===== src/rtl/psw_alu_pkg.sv =====
package psw_alu_pkg;

  typedef enum logic [4:0] {
    OP_ADD8   = 5'd0,
    OP_ADDC8  = 5'd1,
    OP_SUB8   = 5'd2,
    OP_SUBC8  = 5'd3,
    OP_CMP8   = 5'd4,
    OP_ADDI8  = 5'd5,
    OP_AND8   = 5'd6,
    OP_OR8    = 5'd7,
    OP_XOR8   = 5'd8,
    OP_ADDW   = 5'd9,
    OP_SUBW   = 5'd10,
    OP_CMPW   = 5'd11,
    OP_ADDUW  = 5'd12,
    OP_ADDSW  = 5'd13,
    OP_ADDIW  = 5'd14,
    OP_FLGAND = 5'd15,
    OP_FLGOR  = 5'd16
  } alu_op_e;

  localparam int FLAG_W = 4;
  localparam int FV = 3;
  localparam int FN = 2;
  localparam int FC = 1;
  localparam int FZ = 0;

  typedef enum logic [1:0] {
    BW_AND = 2'd0,
    BW_OR  = 2'd1,
    BW_XOR = 2'd2
  } bw_sel_e;

endpackage


===== src/rtl/alu_addsub.sv =====
module alu_addsub #(
  parameter int W = 8
) (
  input  logic [W-1:0] a,
  input  logic [W-1:0] b,
  input  logic         sub,
  input  logic         cin,
  output logic [W-1:0] sum,
  output logic         v,
  output logic         n,
  output logic         c,
  output logic         z
);
  logic [W-1:0] b_eff;
  logic         ci;
  logic         co;

  always_comb begin
    b_eff = sub ? ~b : b;
    // For subtraction, cin is a borrow: a - b - cin = a + ~b + !cin
    ci = sub ? ~cin : cin;
    {co, sum} = {1'b0, a} + {1'b0, b_eff} + {{W{1'b0}}, ci};
    c = sub ? ~co : co;
    v = (a[W-1] == b_eff[W-1]) && (sum[W-1] != a[W-1]);
    n = sum[W-1];
    z = (sum == '0);
  end
endmodule


===== src/rtl/alu_bitwise.sv =====
module alu_bitwise
  import psw_alu_pkg::*;
#(
  parameter int W = 8
) (
  input  logic [W-1:0] a,
  input  logic [W-1:0] b,
  input  bw_sel_e      sel,
  output logic [W-1:0] y
);
  always_comb begin
    unique case (sel)
      BW_AND:  y = a & b;
      BW_OR:   y = a | b;
      BW_XOR:  y = a ^ b;
      default: y = '0;
    endcase
  end
endmodule


===== src/rtl/psw_alu.sv =====
module psw_alu
  import psw_alu_pkg::*;
#(
  parameter int BYTE_W = 8,
  parameter int IMM_W  = 4
) (
  input  logic                  clk,
  input  logic                  rst,
  input  logic [4:0]            op_i,
  input  logic [2*BYTE_W-1:0]   dst_i,
  input  logic [2*BYTE_W-1:0]   src_i,
  input  logic [BYTE_W-1:0]     imm_i,
  input  logic [FLAG_W-1:0]     flags_i,
  output logic [2*BYTE_W-1:0]   res_o,
  output logic [FLAG_W-1:0]     flags_o,
  output logic                  wr_en_o
);
  localparam int WORD_W = 2 * BYTE_W;

  alu_op_e op;
  assign op = alu_op_e'(op_i);

  // ---------------- operand selection ----------------
  logic [BYTE_W-1:0] imm_b;
  logic [WORD_W-1:0] imm_w;
  logic [BYTE_W-1:0] ba, bb;
  logic              b_sub, b_cin;
  logic [WORD_W-1:0] wa, wb;
  logic              w_sub;
  bw_sel_e           bw_sel;

  always_comb begin
    imm_b = {{(BYTE_W-IMM_W){imm_i[IMM_W-1]}}, imm_i[IMM_W-1:0]};
    imm_w = {{(WORD_W-IMM_W){imm_i[IMM_W-1]}}, imm_i[IMM_W-1:0]};

    ba    = dst_i[BYTE_W-1:0];
    bb    = (op == OP_ADDI8) ? imm_b : src_i[BYTE_W-1:0];
    b_sub = (op == OP_SUB8) || (op == OP_SUBC8) || (op == OP_CMP8);
    b_cin = ((op == OP_ADDC8) || (op == OP_SUBC8)) ? flags_i[FC] : 1'b0;

    wa = dst_i;
    unique case (op)
      OP_ADDUW: wb = {{BYTE_W{1'b0}}, src_i[BYTE_W-1:0]};
      OP_ADDSW: wb = {{BYTE_W{src_i[BYTE_W-1]}}, src_i[BYTE_W-1:0]};
      OP_ADDIW: wb = imm_w;
      default:  wb = src_i;
    endcase
    w_sub = (op == OP_SUBW) || (op == OP_CMPW);

    unique case (op)
      OP_OR8:  bw_sel = BW_OR;
      OP_XOR8: bw_sel = BW_XOR;
      default: bw_sel = BW_AND;
    endcase
  end

  // ---------------- datapath units ----------------
  logic [BYTE_W-1:0] b_sum;
  logic              b_v, b_n, b_c, b_z;
  logic [WORD_W-1:0] w_sum;
  logic              w_v, w_n, w_c, w_z;
  logic [BYTE_W-1:0] bw_y;

  alu_addsub #(.W(BYTE_W)) u_byte_add (
    .a(ba), .b(bb), .sub(b_sub), .cin(b_cin),
    .sum(b_sum), .v(b_v), .n(b_n), .c(b_c), .z(b_z)
  );

  alu_addsub #(.W(WORD_W)) u_word_add (
    .a(wa), .b(wb), .sub(w_sub), .cin(1'b0),
    .sum(w_sum), .v(w_v), .n(w_n), .c(w_c), .z(w_z)
  );

  alu_bitwise #(.W(BYTE_W)) u_bitwise (
    .a(ba), .b(src_i[BYTE_W-1:0]), .sel(bw_sel), .y(bw_y)
  );

  // ---------------- result / flag select ----------------
  logic [WORD_W-1:0] res_d;
  logic [FLAG_W-1:0] flags_d;
  logic              we_d;

  always_comb begin
    res_d   = '0;
    flags_d = flags_i;
    we_d    = 1'b0;
    unique case (op)
      OP_ADD8, OP_ADDC8, OP_SUB8, OP_SUBC8, OP_ADDI8: begin
        res_d   = {{BYTE_W{1'b0}}, b_sum};
        flags_d = {b_v, b_n, b_c, b_z};
        we_d    = 1'b1;
      end
      OP_CMP8: begin
        flags_d = {b_v, b_n, b_c, b_z};
      end
      OP_AND8, OP_OR8, OP_XOR8: begin
        res_d   = {{BYTE_W{1'b0}}, bw_y};
        flags_d = {1'b0, bw_y[BYTE_W-1], 1'b0, (bw_y == '0)};
        we_d    = 1'b1;
      end
      OP_ADDW, OP_SUBW, OP_ADDUW, OP_ADDSW, OP_ADDIW: begin
        res_d   = w_sum;
        flags_d = {w_v, w_n, w_c, w_z};
        we_d    = 1'b1;
      end
      OP_CMPW: begin
        flags_d = {w_v, w_n, w_c, w_z};
      end
      OP_FLGAND: flags_d = flags_i & imm_i[FLAG_W-1:0];
      OP_FLGOR:  flags_d = flags_i | imm_i[FLAG_W-1:0];
      default: ;
    endcase
  end

  always_ff @(posedge clk) begin
    if (rst) begin
      res_o   <= '0;
      flags_o <= '0;
      wr_en_o <= 1'b0;
    end else begin
      res_o   <= res_d;
      flags_o <= flags_d;
      wr_en_o <= we_d;
    end
  end

  // ---------------- assertions ----------------
  a_r1_reset_clears: assert property (@(posedge clk)
    rst |=> (res_o == '0 && flags_o == '0 && !wr_en_o));

  a_r6_compare_no_write: assert property (@(posedge clk) disable iff (rst)
    (op_i == OP_CMP8 || op_i == OP_CMPW) |=> !wr_en_o);

  a_r8_logic_vc_clear: assert property (@(posedge clk) disable iff (rst)
    (op_i == OP_AND8 || op_i == OP_OR8 || op_i == OP_XOR8)
      |=> (!flags_o[FV] && !flags_o[FC] && wr_en_o));

  a_r13_byte_upper_zero: assert property (@(posedge clk) disable iff (rst)
    (op_i <= OP_XOR8) |=> (res_o[WORD_W-1:BYTE_W] == '0));

  a_r5_zero_flag_word: assert property (@(posedge clk) disable iff (rst)
    (op_i == OP_ADDW || op_i == OP_SUBW || op_i == OP_ADDUW ||
     op_i == OP_ADDSW || op_i == OP_ADDIW)
      |=> (flags_o[FZ] == (res_o == '0)) && (flags_o[FN] == res_o[WORD_W-1]));

  a_r4_self_sub_flags: assert property (@(posedge clk) disable iff (rst)
    (op_i == OP_SUB8 && dst_i[BYTE_W-1:0] == src_i[BYTE_W-1:0])
      |=> (flags_o == 4'b0001 && res_o == '0));

  a_r12_mask_no_write: assert property (@(posedge clk) disable iff (rst)
    (op_i == OP_FLGAND || op_i == OP_FLGOR) |=> !wr_en_o);

endmodule


===== config.mk =====
export PLATFORM = sky130hd
export DESIGN_NAME = psw_alu
export DESIGN_NICKNAME = d
export VERILOG_FILES = /design/src/rtl/psw_alu_pkg.sv /design/src/rtl/alu_addsub.sv /design/src/rtl/alu_bitwise.sv /design/src/rtl/psw_alu.sv
export SDC_FILE = /design/constraint.sdc
export NUM_CORES = 1
export LEC_CHECK = 0
export BUFFER_PORTS_ARGS = -buffer_cell sky130_fd_sc_hd__clkbuf_2
export CAP_MARGIN = 20
export CORE_MARGIN = 4
export CORE_UTILIZATION = 56
export CTS_CLUSTER_DIAMETER = 80
export DETAILED_ROUTE_END_ITERATION = 16
export HOLD_SLACK_MARGIN = 0.06
export PLACE_DENSITY = 0.92
export SLEW_MARGIN = 20
export SYNTH_ARGS = -nofsm -noshare
export SYNTH_HDL_FRONTEND = slang
export SYNTH_SLANG_ARGS = --single-unit

===== constraint.sdc =====
create_clock -name clk -period 5.3 [get_ports clk]
set_input_delay 1.06 -clock clk [delete_from_list [all_inputs] [get_ports clk]]
set_output_delay 1.06 -clock clk [all_outputs]
set_load 0.01 [all_outputs]

==> results_dict.tcl <==
set metrics [dict create \
    status "complete, no violations" \
    numCtsBuffers 3 \
    overflow 0 \
    gp_routability_congestion 0.9712 \
    path_clk_slew_ns 0.07 \
    synth_edf_count 0 \
    worstMarginPinSlew_ns 0.8162 \
    cp_top_family "compound AO/OA/AOI/OAI gates" \
    criticalPathCategory "input pin to register" \
    grt_pass1_vias 3029 \
    drcViolationCount 0 \
    fmax_mhz 209.5 \
    crit_path_cell_trace "clkbuf_2 -> nand3b_4 -> or3_1 -> nor2_1 -> a21oi_1 -> xnor2_1 -> ha_1 -> o21a_1 -> a21o_1 -> o21ai_2 -> o21ai_2 -> a41o_1 -> o211a_1 -> a2111o_1 -> a311oi_1" \
    min_period_ns 4.773 \
    path_max_fanout 12 \
    p_sw_share_pct 42.69 \
    intPower_uw 370.6 \
    synthCells 412 \
    drt_pass1_iterations 6 \
    worst_setup_path_end_kind "register" \
    final_hold_viol_count 0 \
    p_switching_uw 276.1 \
    placed_area_um2 3482 \
    start_util_pct 59.27 \
    ys_warn_count 0 \
    antenna_found_initial 0 \
    ys_seq_area_share_pct 13.54 \
    n_antenna_cell 0 \
    start_kind "input pin" \
    final_antenna_net_count 0 \
    max_stage_delay_ns 0.53 \
    synth_nets 505 \
    vdd_drop_max_uv 118.0 \
    postCtsHoldBufs 0 \
    dp_slack_ns 0.3708 \
    yosys.cell_types.count 63 \
    grt_pass1_wl_um 14190 \
    syn_to_final_growth_pct 13.66 \
    grt_start_max_net_pins 17 \
    coreArea_um2 5238 \
    die_h_um 82.46 \
    crit_slowest_cell "or3_1" \
    vias 3392 \
    p_leak_nw 1.730 \
    rows 26 \
    critPathRequiredTime_ns 5.46 \
    cts_setup_buffers 0 \
    fin_area_um2 3528 \
    cts_tree "built" \
    path_buf_inv 1 \
    wl_per_cell_um 16.63 \
    synth_ff_type "dfxtp_1" \
    final_max_slew_viol_count 0 \
    post-route-period-util_pct 90.05 \
    netlist_area_um2 3104 \
    via_per_inst 6.258 \
    drt_iter0_drc 299 \
    place_inst 538 \
    post_cts_resized 0 \
    clock_tree.root_cell "clkbuf_8" \
    seqPwrFrac_pct 25.9 \
    synthArstFlopShare_pct 0 \
    slew_headroom_pct 45.59 \
    power_uw 646.7 \
    comb_power_share_pct 58.4 \
    layout.cells.non_filler 542 \
    worstPathArrival_ns 4.94 \
    fin_util_pct 67.37 \
    htree_num_levels 1 \
    synth-seq-cells 21 \
    powerDensity_nw_per_um2 183.3 \
    ioPinCount 72 \
    layout_setup_ws_ns 0.5272 \
    crit_top_cell "o21ai_2" \
    setup_tns_ns 0 \
    fin_hold_ws_ns 1.128 \
    hold_path.class "input pin to register" \
    setup_viol 0 \
    wl_um 9011 \
    power.share.clock_pct 15.7 \
    dieArea_um2 6799 \
    cts_buffer_depth 2 \
    dp_hpwl_um 7322 \
    cap_violations 0 \
    io_buffers 67 \
    rsz0062_at_grt "false" \
    grt.total_usage_pct 26.80 \
    clock-sinks 21 \
    syn_avg_cell_area_um2 7.535 \
    num-nets-final 566 \
    die_w_um 82.46 \
    drive_gt1_share_pct 18.64 \
]
[power by group through the flow]
| stage | clock network (mW) | logic (mW) | registers [mW] |
|---|---|---|---|
| after floorplan | 0 | 0.261 | 0.176 |
| after global placement | 0 | 0.354 | 0.171 |
| after detailed placement | 0 | 0.365 | 0.171 |
| after CTS | 0.104 | 0.368 | 0.168 |
| after global routing | 0.109 | 0.411 | 0.168 |
| final | 0.102 | 0.377 | 0.168 |
[cell type report]
cell class / count / area, µm²
multi-input combinational: 344 / 2485
tap: 70 / 87.58
clock buffer: 3 / 41.29
timing repair buffer: 72 / 372.9
fill: 444 / 1709
sequential: 21 / 420.4
inverter: 31 / 116.4
clock inverter: 1 / 5.005
[layout by cell type (no fill, tap or decap), drive strengths merged, types with 5 or more instances in the layout]
master and count:
xnor2 29, dfxtp 21, nand3 9, inv 31, nor2b 5, nor2 41
nand2b 6, a21oi 45, ha 39, clkbuf 70, a221o 6, a211oi 6
buf 5, nor3 8, or3 6, mux2i 6, xor2 14, o21a 6
o21ai 19, nand2 28, a21o 9
[path summary, 6_finish.rpt]
kind | from | end | cells past startpoint
worst max-delay path | op_i[1] | flags_o[1] | 15
worst min-delay path | flags_i[3] | flags_o[3] | 3
[Yosys cell counts (9+ instances only)]
master    instances  area (µm²)
xnor2_1          29       254.0
xor2_1           14       122.6
dfxtp_1          21       420.4
ha_1             39       488.0
a21oi_1          45       225.2
nand3_1           9       45.04
clkbuf_1         10       37.54
inv_1            29       108.9
a21o_1            9       67.56
nor2_1           40       150.1
nand2_1          28       105.1
o21ai_0          15       75.07
[sequential cells by signal, summed over array words and instances (netlist names)]
signal   count
wr_en_o      1
flags_o      4
res_o       16
[tightest hold or removal path, stage by stage]
cell      delay (ns)
clkbuf_2        0.11
nor2_1          0.11
a211oi_1        0.06
[metal layers]
metal / vias up / share of wire, % / track usage [%]
li1: 1614 / - / -
met1: 1573 / 43 / 36.30
met2: 186 / 46 / 43.35
met3: 19 / 9.0 / 2.603
met4: 0 / 2.0 / 10.80
met5: - / 0 / 0
[cells by family (layout without fill, tap and decap cells)]
| family | after synthesis | after routing | synth area share (%) |
|---|---|---|---|
| adders and majority gates | 42 | 42 | 17.65 |
| and+or+nand+nor | 123 | 123 | 19.71 |
| xor gates and xnor gates | 43 | 43 | 12.13 |
| DFF | 21 | 21 | 13.54 |
| muxes | 6 | 6 | 1.935 |
| AOI/OAI and AO/OA | 130 | 130 | 28.62 |
| buffers and inverters | 47 | 107 | 6.409 |
Note: power is estimated with default switching activity, not from simulation.
